File: src/rtl/crt_text_pkg.sv
package crt_text_pkg;
  // horizontal geometry, in character times
  localparam int H_TOTAL      = 114;
  localparam int H_DISP       = 80;
  localparam int HS_START     = 90;
  localparam int HS_LEN       = 10;
  // vertical geometry
  localparam int SCAN_PER_ROW = 8;
  localparam int V_ROWS       = 32;
  localparam int V_ADJ        = 6;
  localparam int V_DISP_ROWS  = 25;
  localparam int VS_START_ROW = 28;
  localparam int VS_LEN       = 16;
  // derived
  localparam int LINE_TOTAL   = V_ROWS * SCAN_PER_ROW + V_ADJ;
  localparam int COL_W        = $clog2(H_TOTAL);
  localparam int ROW_W        = $clog2(V_ROWS);
  localparam int SCAN_W       = $clog2(SCAN_PER_ROW);
  localparam int LINE_W       = $clog2(LINE_TOTAL);
  localparam int ADDR_W       = $clog2(V_DISP_ROWS * H_DISP);
  localparam int VS_FIRST     = VS_START_ROW * SCAN_PER_ROW;
  localparam int VS_LAST      = VS_FIRST + VS_LEN - 1;
endpackage

File: src/rtl/crt_char_tick.sv
module crt_char_tick #(
  parameter int DIV = 8
) (
  input  logic clk,
  input  logic rst_n,
  output logic tick
);
  generate
    if (DIV <= 1) begin : g_pass
      assign tick = 1'b1;
    end else begin : g_count
      localparam int CW = $clog2(DIV);
      localparam logic [CW-1:0] LAST = CW'(DIV - 1);
      logic [CW-1:0] cnt;
      always_ff @(posedge clk) begin
        if (!rst_n)      cnt <= '0;
        else if (tick)   cnt <= '0;
        else             cnt <= cnt + 1'b1;
      end
      assign tick = (cnt == LAST);

      // between ticks there are exactly DIV-1 idle clocks
      assert_tick_spacing_R1: assert property (@(posedge clk) disable iff (!rst_n)
        tick |=> !tick);
    end
  endgenerate
endmodule

File: src/rtl/crt_hcount.sv
module crt_hcount
  import crt_text_pkg::*;
(
  input  logic             clk,
  input  logic             rst_n,
  input  logic             tick,
  output logic [COL_W-1:0] col,
  output logic             line_end,
  output logic             hsync,
  output logic             h_vis
);
  localparam logic [COL_W-1:0] COL_LAST = COL_W'(H_TOTAL - 1);
  localparam logic [COL_W-1:0] COL_VIS  = COL_W'(H_DISP);
  localparam logic [COL_W-1:0] COL_HS0  = COL_W'(HS_START);
  localparam logic [COL_W-1:0] COL_HS1  = COL_W'(HS_START + HS_LEN);

  always_ff @(posedge clk) begin
    if (!rst_n)        col <= '0;
    else if (line_end) col <= '0;
    else if (tick)     col <= col + 1'b1;
  end

  assign line_end = tick && (col == COL_LAST);
  assign h_vis    = (col < COL_VIS);
  assign hsync    = (col >= COL_HS0) && (col < COL_HS1);

  // column holds when no character tick
  assert_col_hold_R1: assert property (@(posedge clk) disable iff (!rst_n)
    !tick |=> $stable(col));
  // column steps by one inside the line
  assert_col_step_R2: assert property (@(posedge clk) disable iff (!rst_n)
    (tick && col != COL_LAST) |=> col == $past(col) + 1'b1);
  // reset clears the column
  assert_col_reset_R9: assert property (@(posedge clk)
    !rst_n |=> col == '0);
endmodule

File: src/rtl/crt_vcount.sv
module crt_vcount
  import crt_text_pkg::*;
(
  input  logic              clk,
  input  logic              rst_n,
  input  logic              line_end,
  output logic [SCAN_W-1:0] scan_out,
  output logic [ADDR_W-1:0] row_base,
  output logic              v_vis,
  output logic              vsync
);
  localparam logic [SCAN_W-1:0] SCAN_LAST = SCAN_W'(SCAN_PER_ROW - 1);
  localparam logic [SCAN_W-1:0] ADJ_LAST  = SCAN_W'(V_ADJ - 1);
  localparam logic [ROW_W-1:0]  ROW_LAST  = ROW_W'(V_ROWS - 1);
  localparam logic [ROW_W-1:0]  ROW_VIS   = ROW_W'(V_DISP_ROWS);
  localparam logic [ROW_W-1:0]  ROW_VIS_L = ROW_W'(V_DISP_ROWS - 1);
  localparam logic [ADDR_W-1:0] ROW_STEP  = ADDR_W'(H_DISP);
  localparam logic [LINE_W-1:0] ADJ_BASE  = LINE_W'(V_ROWS * SCAN_PER_ROW);
  localparam logic [LINE_W-1:0] VS_LO     = LINE_W'(VS_FIRST);
  localparam logic [LINE_W-1:0] VS_HI     = LINE_W'(VS_LAST);

  logic [ROW_W-1:0]  row;
  logic [SCAN_W-1:0] scan;
  logic [SCAN_W-1:0] adj_cnt;
  logic              in_adj;
  logic [LINE_W-1:0] vline;

  always_ff @(posedge clk) begin
    if (!rst_n) begin
      row      <= '0;
      scan     <= '0;
      adj_cnt  <= '0;
      in_adj   <= 1'b0;
      row_base <= '0;
    end else if (line_end) begin
      if (in_adj) begin
        if (adj_cnt == ADJ_LAST) begin
          in_adj   <= 1'b0;
          adj_cnt  <= '0;
          row      <= '0;
          scan     <= '0;
          row_base <= '0;
        end else begin
          adj_cnt <= adj_cnt + 1'b1;
        end
      end else if (scan == SCAN_LAST) begin
        scan <= '0;
        if (row == ROW_LAST) begin
          if (V_ADJ > 0) begin
            in_adj  <= 1'b1;
            adj_cnt <= '0;
          end else begin
            row      <= '0;
            row_base <= '0;
          end
        end else begin
          row <= row + 1'b1;
          if (row < ROW_VIS_L) row_base <= row_base + ROW_STEP;
        end
      end else begin
        scan <= scan + 1'b1;
      end
    end
  end

  assign vline    = in_adj ? (ADJ_BASE + LINE_W'(adj_cnt))
                           : LINE_W'({row, scan});
  assign vsync    = (vline >= VS_LO) && (vline <= VS_HI);
  assign v_vis    = !in_adj && (row < ROW_VIS);
  assign scan_out = in_adj ? adj_cnt : scan;

  // scanline steps by one inside a character row
  assert_scan_step_R8: assert property (@(posedge clk) disable iff (!rst_n)
    (line_end && !in_adj && scan != SCAN_LAST) |=> scan == $past(scan) + 1'b1);
  // adjust phase always starts at count zero after the last row
  assert_adj_entry_R4: assert property (@(posedge clk) disable iff (!rst_n)
    $rose(in_adj) |-> (adj_cnt == '0 && $past(row) == ROW_LAST));
  // row base stays within the visible address space
  assert_base_range_R7: assert property (@(posedge clk) disable iff (!rst_n)
    row_base <= ADDR_W'((V_DISP_ROWS - 1) * H_DISP));
endmodule

File: src/rtl/crt_text_timing.sv
module crt_text_timing
  import crt_text_pkg::*;
#(
  parameter int CHAR_DIV = 8
) (
  input  logic              clk_dot,
  input  logic              rst_n,
  output logic              hsync,
  output logic              vsync,
  output logic              disp_en,
  output logic [ADDR_W-1:0] char_addr,
  output logic [SCAN_W-1:0] scan_line
);
  logic              tick;
  logic [COL_W-1:0]  col;
  logic              line_end;
  logic              hs_raw, vs_raw, h_vis, v_vis;
  logic [SCAN_W-1:0] scan_raw;
  logic [ADDR_W-1:0] row_base;

  crt_char_tick #(.DIV(CHAR_DIV)) u_tick (
    .clk   (clk_dot),
    .rst_n (rst_n),
    .tick  (tick)
  );

  crt_hcount u_h (
    .clk      (clk_dot),
    .rst_n    (rst_n),
    .tick     (tick),
    .col      (col),
    .line_end (line_end),
    .hsync    (hs_raw),
    .h_vis    (h_vis)
  );

  crt_vcount u_v (
    .clk      (clk_dot),
    .rst_n    (rst_n),
    .line_end (line_end),
    .scan_out (scan_raw),
    .row_base (row_base),
    .v_vis    (v_vis),
    .vsync    (vs_raw)
  );

  assign disp_en   = rst_n && h_vis && v_vis;
  assign hsync     = rst_n && hs_raw;
  assign vsync     = rst_n && vs_raw;
  assign char_addr = disp_en ? (row_base + ADDR_W'(col)) : '0;
  assign scan_line = rst_n ? scan_raw : '0;

  // syncs never overlap the visible rectangle
  assert_blank_in_sync_R5: assert property (@(posedge clk_dot) disable iff (!rst_n)
    (hsync || vsync) |-> !disp_en);
  // address steps by one between visible characters of a row
  assert_addr_step_R7: assert property (@(posedge clk_dot) disable iff (!rst_n)
    (disp_en && tick && col != COL_W'(H_DISP - 1)) |=> char_addr == $past(char_addr) + 1'b1);
  // outputs quiet while reset is held
  assert_reset_quiet_R9: assert property (@(posedge clk_dot)
    !rst_n |-> (!hsync && !vsync && !disp_en && char_addr == '0 && scan_line == '0));
endmodule

File: config.mk
export PLATFORM = sky130hd
export DESIGN_NAME = crt_text_timing
export DESIGN_NICKNAME = d
export VERILOG_FILES = /design/src/rtl/crt_text_pkg.sv /design/src/rtl/crt_char_tick.sv /design/src/rtl/crt_hcount.sv /design/src/rtl/crt_vcount.sv /design/src/rtl/crt_text_timing.sv
export SDC_FILE = /design/constraint.sdc
export NUM_CORES = 1
export LEC_CHECK = 0
export ABC_AREA = 1
export BUFFER_PORTS_ARGS = -buffer_cell sky130_fd_sc_hd__buf_4
export CELL_PAD_IN_SITES_DETAIL_PLACEMENT = 0
export CELL_PAD_IN_SITES_GLOBAL_PLACEMENT = 2
export CORE_ASPECT_RATIO = 1.75
export CORE_UTILIZATION = 32
export DETAILED_ROUTE_END_ITERATION = 12
export GPL_TIMING_DRIVEN = 1
export PLACE_DENSITY = 0.88
export SYNTH_ARGS = -nofsm -noshare
export SYNTH_HDL_FRONTEND = slang
export SYNTH_SLANG_ARGS = --single-unit
File: constraint.sdc
create_clock -name clk_dot -period 2 [get_ports clk_dot]
set_clock_uncertainty 0.2 [all_clocks]
set_input_delay 0 -clock clk_dot [delete_from_list [all_inputs] [get_ports clk_dot]]
set_output_delay 0 -clock clk_dot [all_outputs]
set_load 0.01 [all_outputs]
==> results of run 1 <==
[state kept, by name, indices dropped and copies added, names as in the netlist]
register / cells
u_tick.g_count.cnt: 3
u_v.row_base: 7
u_h.col: 7
u_v.scan: 3
u_v.adj_cnt: 3
u_v.in_adj: 1
u_v.row: 5
[kinds of logic (layout without fill, tap and decap cells)]
| family | count (synthesis) | count (layout) | synth area share |
|---|---|---|---|
| xor gates and xnor gates | 4 | 4 | 0.0183 |
| buffers and inverters | 49 | 84 | 0.100 |
| other | 1 | 1 | 0.00196 |
| AOI/OAI and AO/OA | 35 | 35 | 0.0978 |
| adders and majority gates | 13 | 13 | 0.0848 |
| and+or+nand+nor | 166 | 166 | 0.394 |
| DFF | 29 | 29 | 0.303 |
[how the worst max path moves through the flow]
stage / endpoint / start / slack [ns] / cells past startpoint
floorplan: u_v.adj_cnt[2]$_SDFFE_PN0P_ / u_tick.g_count.cnt[0]$_SDFF_PP0_ / 0.28 / 10
CTS: char_addr[6] / u_v.in_adj$_SDFFE_PN0P_ / 0.002 / 6
global route: char_addr[8] / u_h.col[5]$_SDFFE_PP0P_ / -0.03 / 10
finish: char_addr[10] / u_h.col[6]$_SDFFE_PP0P_ / 0.14 / 8
detailed placement: u_v.adj_cnt[2]$_SDFFE_PN0P_ / u_v.row[1]$_SDFFE_PN0P_ / 0.07 / 11
global placement: u_v.adj_cnt[2]$_SDFFE_PN0P_ / u_v.row[1]$_SDFFE_PN0P_ / 0.07 / 11
[what timing repair did]
item | 4_1_cts | 5_1_grt
hold buffers | 1 | 0
hold endpoints to repair | 9 | 0
buffers inserted | 0 | 2
endpoints found under the setup margin | 3 | 29
resized for setup | 5 | 21
pin swaps | 0 | 1
[power breakdown]
part | leakage [nW] | switching, W | internal, W | total (W)
registers | 0.239 | 0.00000221 | 0.000581 | 0.000583
logic | 0.767 | 0.0000358 | 0.0000209 | 0.0000568
clock network | 0.0542 | 0.000230 | 0.000311 | 0.000541
total | 1.06 | 0.000268 | 0.000913 | 0.00118
[layout by cell type (no fill, tap or decap), types with 2 or more instances in the layout]
| master | netlist | layout |
|---|---|---|
| a21oi_1 | 20 | 20 |
| dfxtp_2 | 0 | 7 |
| nand2_1 | 70 | 66 |
| o211ai_1 | 2 | 2 |
| o21ai_1 | 3 | 2 |
| dfxtp_1 | 29 | 21 |
| nand3_1 | 22 | 22 |
| nand2_2 | 1 | 5 |
| nor3_1 | 10 | 9 |
| nor2_1 | 43 | 39 |
| nor2_4 | 2 | 4 |
| inv_1 | 37 | 36 |
| nand4_1 | 5 | 5 |
| clkbuf_8 | 0 | 7 |
| clkinv_1 | 3 | 3 |
| a211oi_1 | 3 | 3 |
| o21ai_0 | 7 | 7 |
| ha_4 | 0 | 2 |
| or2_2 | 2 | 2 |
| ha_1 | 13 | 10 |
| nor3_2 | 3 | 4 |
| nor2_2 | 3 | 5 |
| inv_2 | 5 | 6 |
| xor2_1 | 3 | 3 |
| buf_4 | 0 | 30 |
[worst max-delay path, cell delays in order, from the launching register on]
cell	delay [ns]
dfxtp_2	0.37
ha_4	0.30
nand2_1	0.08
nor2_2	0.16
a21oi_1	0.11
nand3_1	0.09
nand2_1	0.05
nor2_1	0.10
buf_4	0.13
[per-layer routing]
layer,part of all wire,track usage
met1,0.37,0.176
met3,0.026,0.0274
met4,0.020,0.0779
met5,0,0
met2,0.58,0.331
[final cells by class]
type                            instances  area [µm²]
Tap cell                               78        97.6
Multi-Input combinational cell        219        1220
Clock inverter                          1        5.00
Sequential cell                        29         593
Inverter                               45         169
Clock buffer                            7        96.3
Timing Repair Buffer                   31         235
Fill cell                             670        3420
[stage by stage]
step / std cells / cell area (µm²) / TNS (ns) / setup slack, ns / hold WS, ns
6_report: 410 / 2410 / 0 / 0.139 / 0.234
5_1_grt: 410 / 2410 / -0.0423 / -0.0337 / 0.277
4_1_cts: 408 / 2330 / 0 / 0.00191 / 0.245
3_5_place_dp: 399 / 2200 / 0 / 0.0736 / 0.234
3_3_place_gp: 399 / 2200 / 0 / 0.0674 / 0.205
2_1_floorplan: 297 / 1920 / 0 / 0.283 / -0.00602
==> results.cfg, run 1 <==
[power]
power_density_mw_per_mm2 = 489
vdd_drop_max_mv = 0.301
total_power_w = 0.00118
p_leak_nw = 1.06

[floorplanning]
num_io_pins = 19
die_w_um = 60.5
core_area_mm2 = 0.00583
die_area_mm2 = 0.00632
fp-row-count = 37
initial_core_util = 0.329
die_y_um = 104

[logic_synthesis]
async_reset_ff_frac = 0
synth_top_area_share = 0.303
syn_area_per_cell_um2 = 6.46
syn_area_mm2 = 0.00192
synth.most_common_cell = nand2_1
yosysWarnings = 0
yosysTopAreaCell = dfxtp_1
synth_seq_cells = 29
synth_edf_count = 0
synth_top_flop_cell = dfxtp_1
yosys.cell_types.count = 30
postSynthCellCount = 297
synthesis.nets = 312
synth_common_cells = nand2_1 (70), nor2_1 (43), inv_1 (37)
synth.area.top_cells = dfxtp_1 (30%), nand2_1 (14%), ha_1 (8.5%)
ys_seq_area_frac = 0.303

[grt]
grt_pass1_wl_mm = 8.45
grt_pass1_vias = 1955
grt_usage = 0.176
grt_antenna_before_repair = 0
grt_max_degree = 21
gr-total-overflow = 0

[worst_setup_path]
arrival_ns = 1.66
worstSetupStartpointType = register
rrSetupSlack_ns = 0.20
rr_endpoint = u_v.row_base[4]$_SDFFE_PN0P_
crit_type = register to primary output
r2r-start = u_v.row[0]$_SDFFE_PN0P_
reg2regPathDepth = 11
cp.required_ns = 1.80
crit_path_end_kind = primary output
critical_path.max_fanout = 6

[placed_design]
dpl.hpwl_mm = 3.79
gp_congestion = 0.796
port_buffers = 18

[drt]
wl_per_cell_um = 11.6
viasPerCell = 4.77
route.detailed.drc = 0
first_iter_violations = 69
ant_nets = 0
num_vias = 1957
firstDrtPassIters = 4
drt-total-wl_mm = 4.76

[status]
status = completed

[clock_network]
numCtsBuffers = 5
path_clk_slew_ns = 0.07
cts.sinks = 29
clk_latency_ns = 0.28
cts_tree = built
h-tree-depth = 2
clock_tree.buffer_depth = 2
root_buffer = clkbuf_8

[sta]
finalSetupViolCount = 0
hold_viol_final = 0
grt_setup_unrepaired = yes
fin_crit_sh = 0.930
fmax_mhz = 537
period_needed_ns = 1.86
maxSlewViolCount = 0

[cells_and_area]
nets = 346
finish.utilization = 0.414
layout-drive-gt1-share = 0.238
antennaDiodeCount = 0
area_growth_pct = 25.9

[worst_hold_path]
hp-start = u_tick.g_count.cnt[0]$_SDFF_PP0_
hp-class = register to register
min_to = u_tick.g_count.cnt[0]$_SDFF_PP0_
min_path_cells = 1

[flow_run]
max-cap-violations = 0
Power figures use the tool's default switching activity.
==> run 2, diff against run 1 <==
Settings changed: RECOVER_POWER set to 100.
==> results.cfg, run 2 (synthesis gave the netlist of run 1 again) <==
[worst_setup_path]
cp_slowest_cell = dfxtp_2
cp-startpoint = u_h.col[6]$_SDFFE_PP0P_
slowest_delay_ns = 0.37
cp.required_ns = 1.80
rr_endpoint = u_v.row[3]$_SDFFE_PN0P_
worstSetupEndpoint = char_addr[10]
crit_path_end_kind = primary output
path_cells = ha_4, nand2_1, nor2_2, a21oi_1, nand3_1, nand2_1, nor2_1, buf_4
crit_type = register to primary output
worstSetupStartpointType = register
reg2regPathDepth = 11
critical_path.max_fanout = 6
r2r-start = u_v.row[1]$_SDFFE_PN0P_
rrSetupSlack_ns = 0.17
cpMostUsedCell = nand2_1
arrival_ns = 1.66

[drt]
ant_nets = 0
firstDrtPassIters = 4
first_iter_violations = 70
drt-total-wl_mm = 4.77
num_vias = 1948
route.detailed.drc = 0
viasPerCell = 4.75
wl_per_cell_um = 11.6

[sta]
fmax_mhz = 537
maxSlewViolCount = 0
finalSetupViolCount = 0
hold_viol_final = 0
fin_ws_ns = 0.139
grt_setup_unrepaired = yes
holdWs_ns = 0.234
period_needed_ns = 1.86
fin_crit_sh = 0.930

[placed_design]
dpl.hpwl_mm = 3.79
dp.cells = 399
place_ws_ns = 0.0736
port_buffers = 18
gp_congestion = 0.796

[worst_hold_path]
hp-class = register to register

[floorplanning]
die_w_um = 60.5
num_io_pins = 19
initial_core_util = 0.329
fp-row-count = 37
core_area_mm2 = 0.00583
die_area_mm2 = 0.00632
die_y_um = 104

[cells_and_area]
instances_no_fill = 410
largestRegisters = u_h.col: 7 flops, u_v.row_base: 7 flops, u_v.row: 5 flops
fill_cells = 675
final_common_cell = nand2_1
antennaDiodeCount = 0
layout-drive-gt1-share = 0.211
nets = 346
area_growth_pct = 24.1
layout_common_cells = nand2_1 (66), nor2_1 (39), inv_1 (38)

[clock_network]
cts_tree = built
numCtsBuffers = 5
cts.sinks = 29
clock_tree.buffer_depth = 2
root_buffer = clkbuf_8
path_clk_slew_ns = 0.07
clk_latency_ns = 0.28
h-tree-depth = 2

[power]
power_density_mw_per_mm2 = 496
p_leak_nw = 1.04
vdd_drop_max_mv = 0.307

[grt]
grt_pass1_vias = 1955
grt_pass1_wl_mm = 8.45
grt_antenna_before_repair = 0
gr-total-overflow = 0
grt_usage = 0.176
grt_max_degree = 21

[status]
status = completed

[flow_run]
max-cap-violations = 0
## run 2: changes by cell type in the layout (fill, tap and decap cells not counted), sizes merged
cell / delta
buf: -11
clkbuf: +11
## run 2: report_power, final
part / total (W) / internal (W) / switching (W)
clock: 0.000541 / 0.000311 / 0.000230
combinational: 0.0000554 / 0.0000199 / 0.0000355
sequential: 0.000583 / 0.000581 / 0.00000221
## run 2: area by class of cell
| type | count | area (µm²) | area share |
|---|---|---|---|
| inverters | 45 | 169 | 0.0709 |
| clock inverters | 1 | 5.00 | 0.00210 |
| repair buffers | 31 | 209 | 0.0878 |
| well taps | 78 | 97.6 | 0.0410 |
| flip-flops and latches | 29 | 593 | 0.249 |
| multi-input cells | 219 | 1210 | 0.509 |
| clock buffers | 7 | 96.3 | 0.0405 |
## run 2: metal layers
metal  GRT usage  vias to the layer above  routed length, µm
li1            -                     1021                  -
met1       0.176                      886               1770
met2       0.331                       33               2780
met3      0.0274                        8                127
met4      0.0779                        0                 93
met5           0                        -                  0
## run 2: critical path, delay by kind of cell (launching register included)
| family | cells | cell delay [ns] |
|---|---|---|
| fa+ha+maj | 1 | 0.30 |
| simple gates | 5 | 0.48 |
| flops | 1 | 0.37 |
| buf+inv | 1 | 0.13 |
| compound gates | 1 | 0.11 |
## run 2: metrics by stage
stage / total power, W / setup TNS [ns] / cell area, µm² / utilization
floorplan: 0.000633 / 0 / 1920 / -
global placement: 0.000653 / 0 / 2200 / 0.378
detailed placement: 0.000654 / 0 / 2200 / 0.378
CTS: 0.00120 / 0 / 2330 / 0.400
global route: 0.00124 / -0.164 / 2380 / 0.408
finish: 0.00118 / 0 / 2380 / 0.408
## run 2: how the worst min path moves through the flow
| stage | start | end | slack (ns) | cells after the start |
|---|---|---|---|---|
| final | u_tick.g_count.cnt[0]$_SDFF_PP0_ | u_tick.g_count.cnt[0]$_SDFF_PP0_ | 0.23 | 1 |
| after global routing | u_tick.g_count.cnt[0]$_SDFF_PP0_ | u_tick.g_count.cnt[0]$_SDFF_PP0_ | 0.28 | 1 |
| after detailed placement | u_tick.g_count.cnt[0]$_SDFF_PP0_ | u_tick.g_count.cnt[0]$_SDFF_PP0_ | 0.23 | 1 |
| after CTS | u_tick.g_count.cnt[0]$_SDFF_PP0_ | u_tick.g_count.cnt[0]$_SDFF_PP0_ | 0.24 | 1 |
| after global placement | u_tick.g_count.cnt[0]$_SDFF_PP0_ | u_tick.g_count.cnt[0]$_SDFF_PP0_ | 0.21 | 1 |
| after floorplan | rst_n | u_v.row[2]$_SDFFE_PN0P_ | -0.006 | 2 |
## run 2: what timing repair did
item                                    4_1_cts  5_1_grt
gates resized for setup                       5       21
hold buffers                                  1        0
pin swaps                                     0        1
setup buffers                                 0        2
endpoints found under the setup margin        3       29
hold endpoints to repair                      9        0
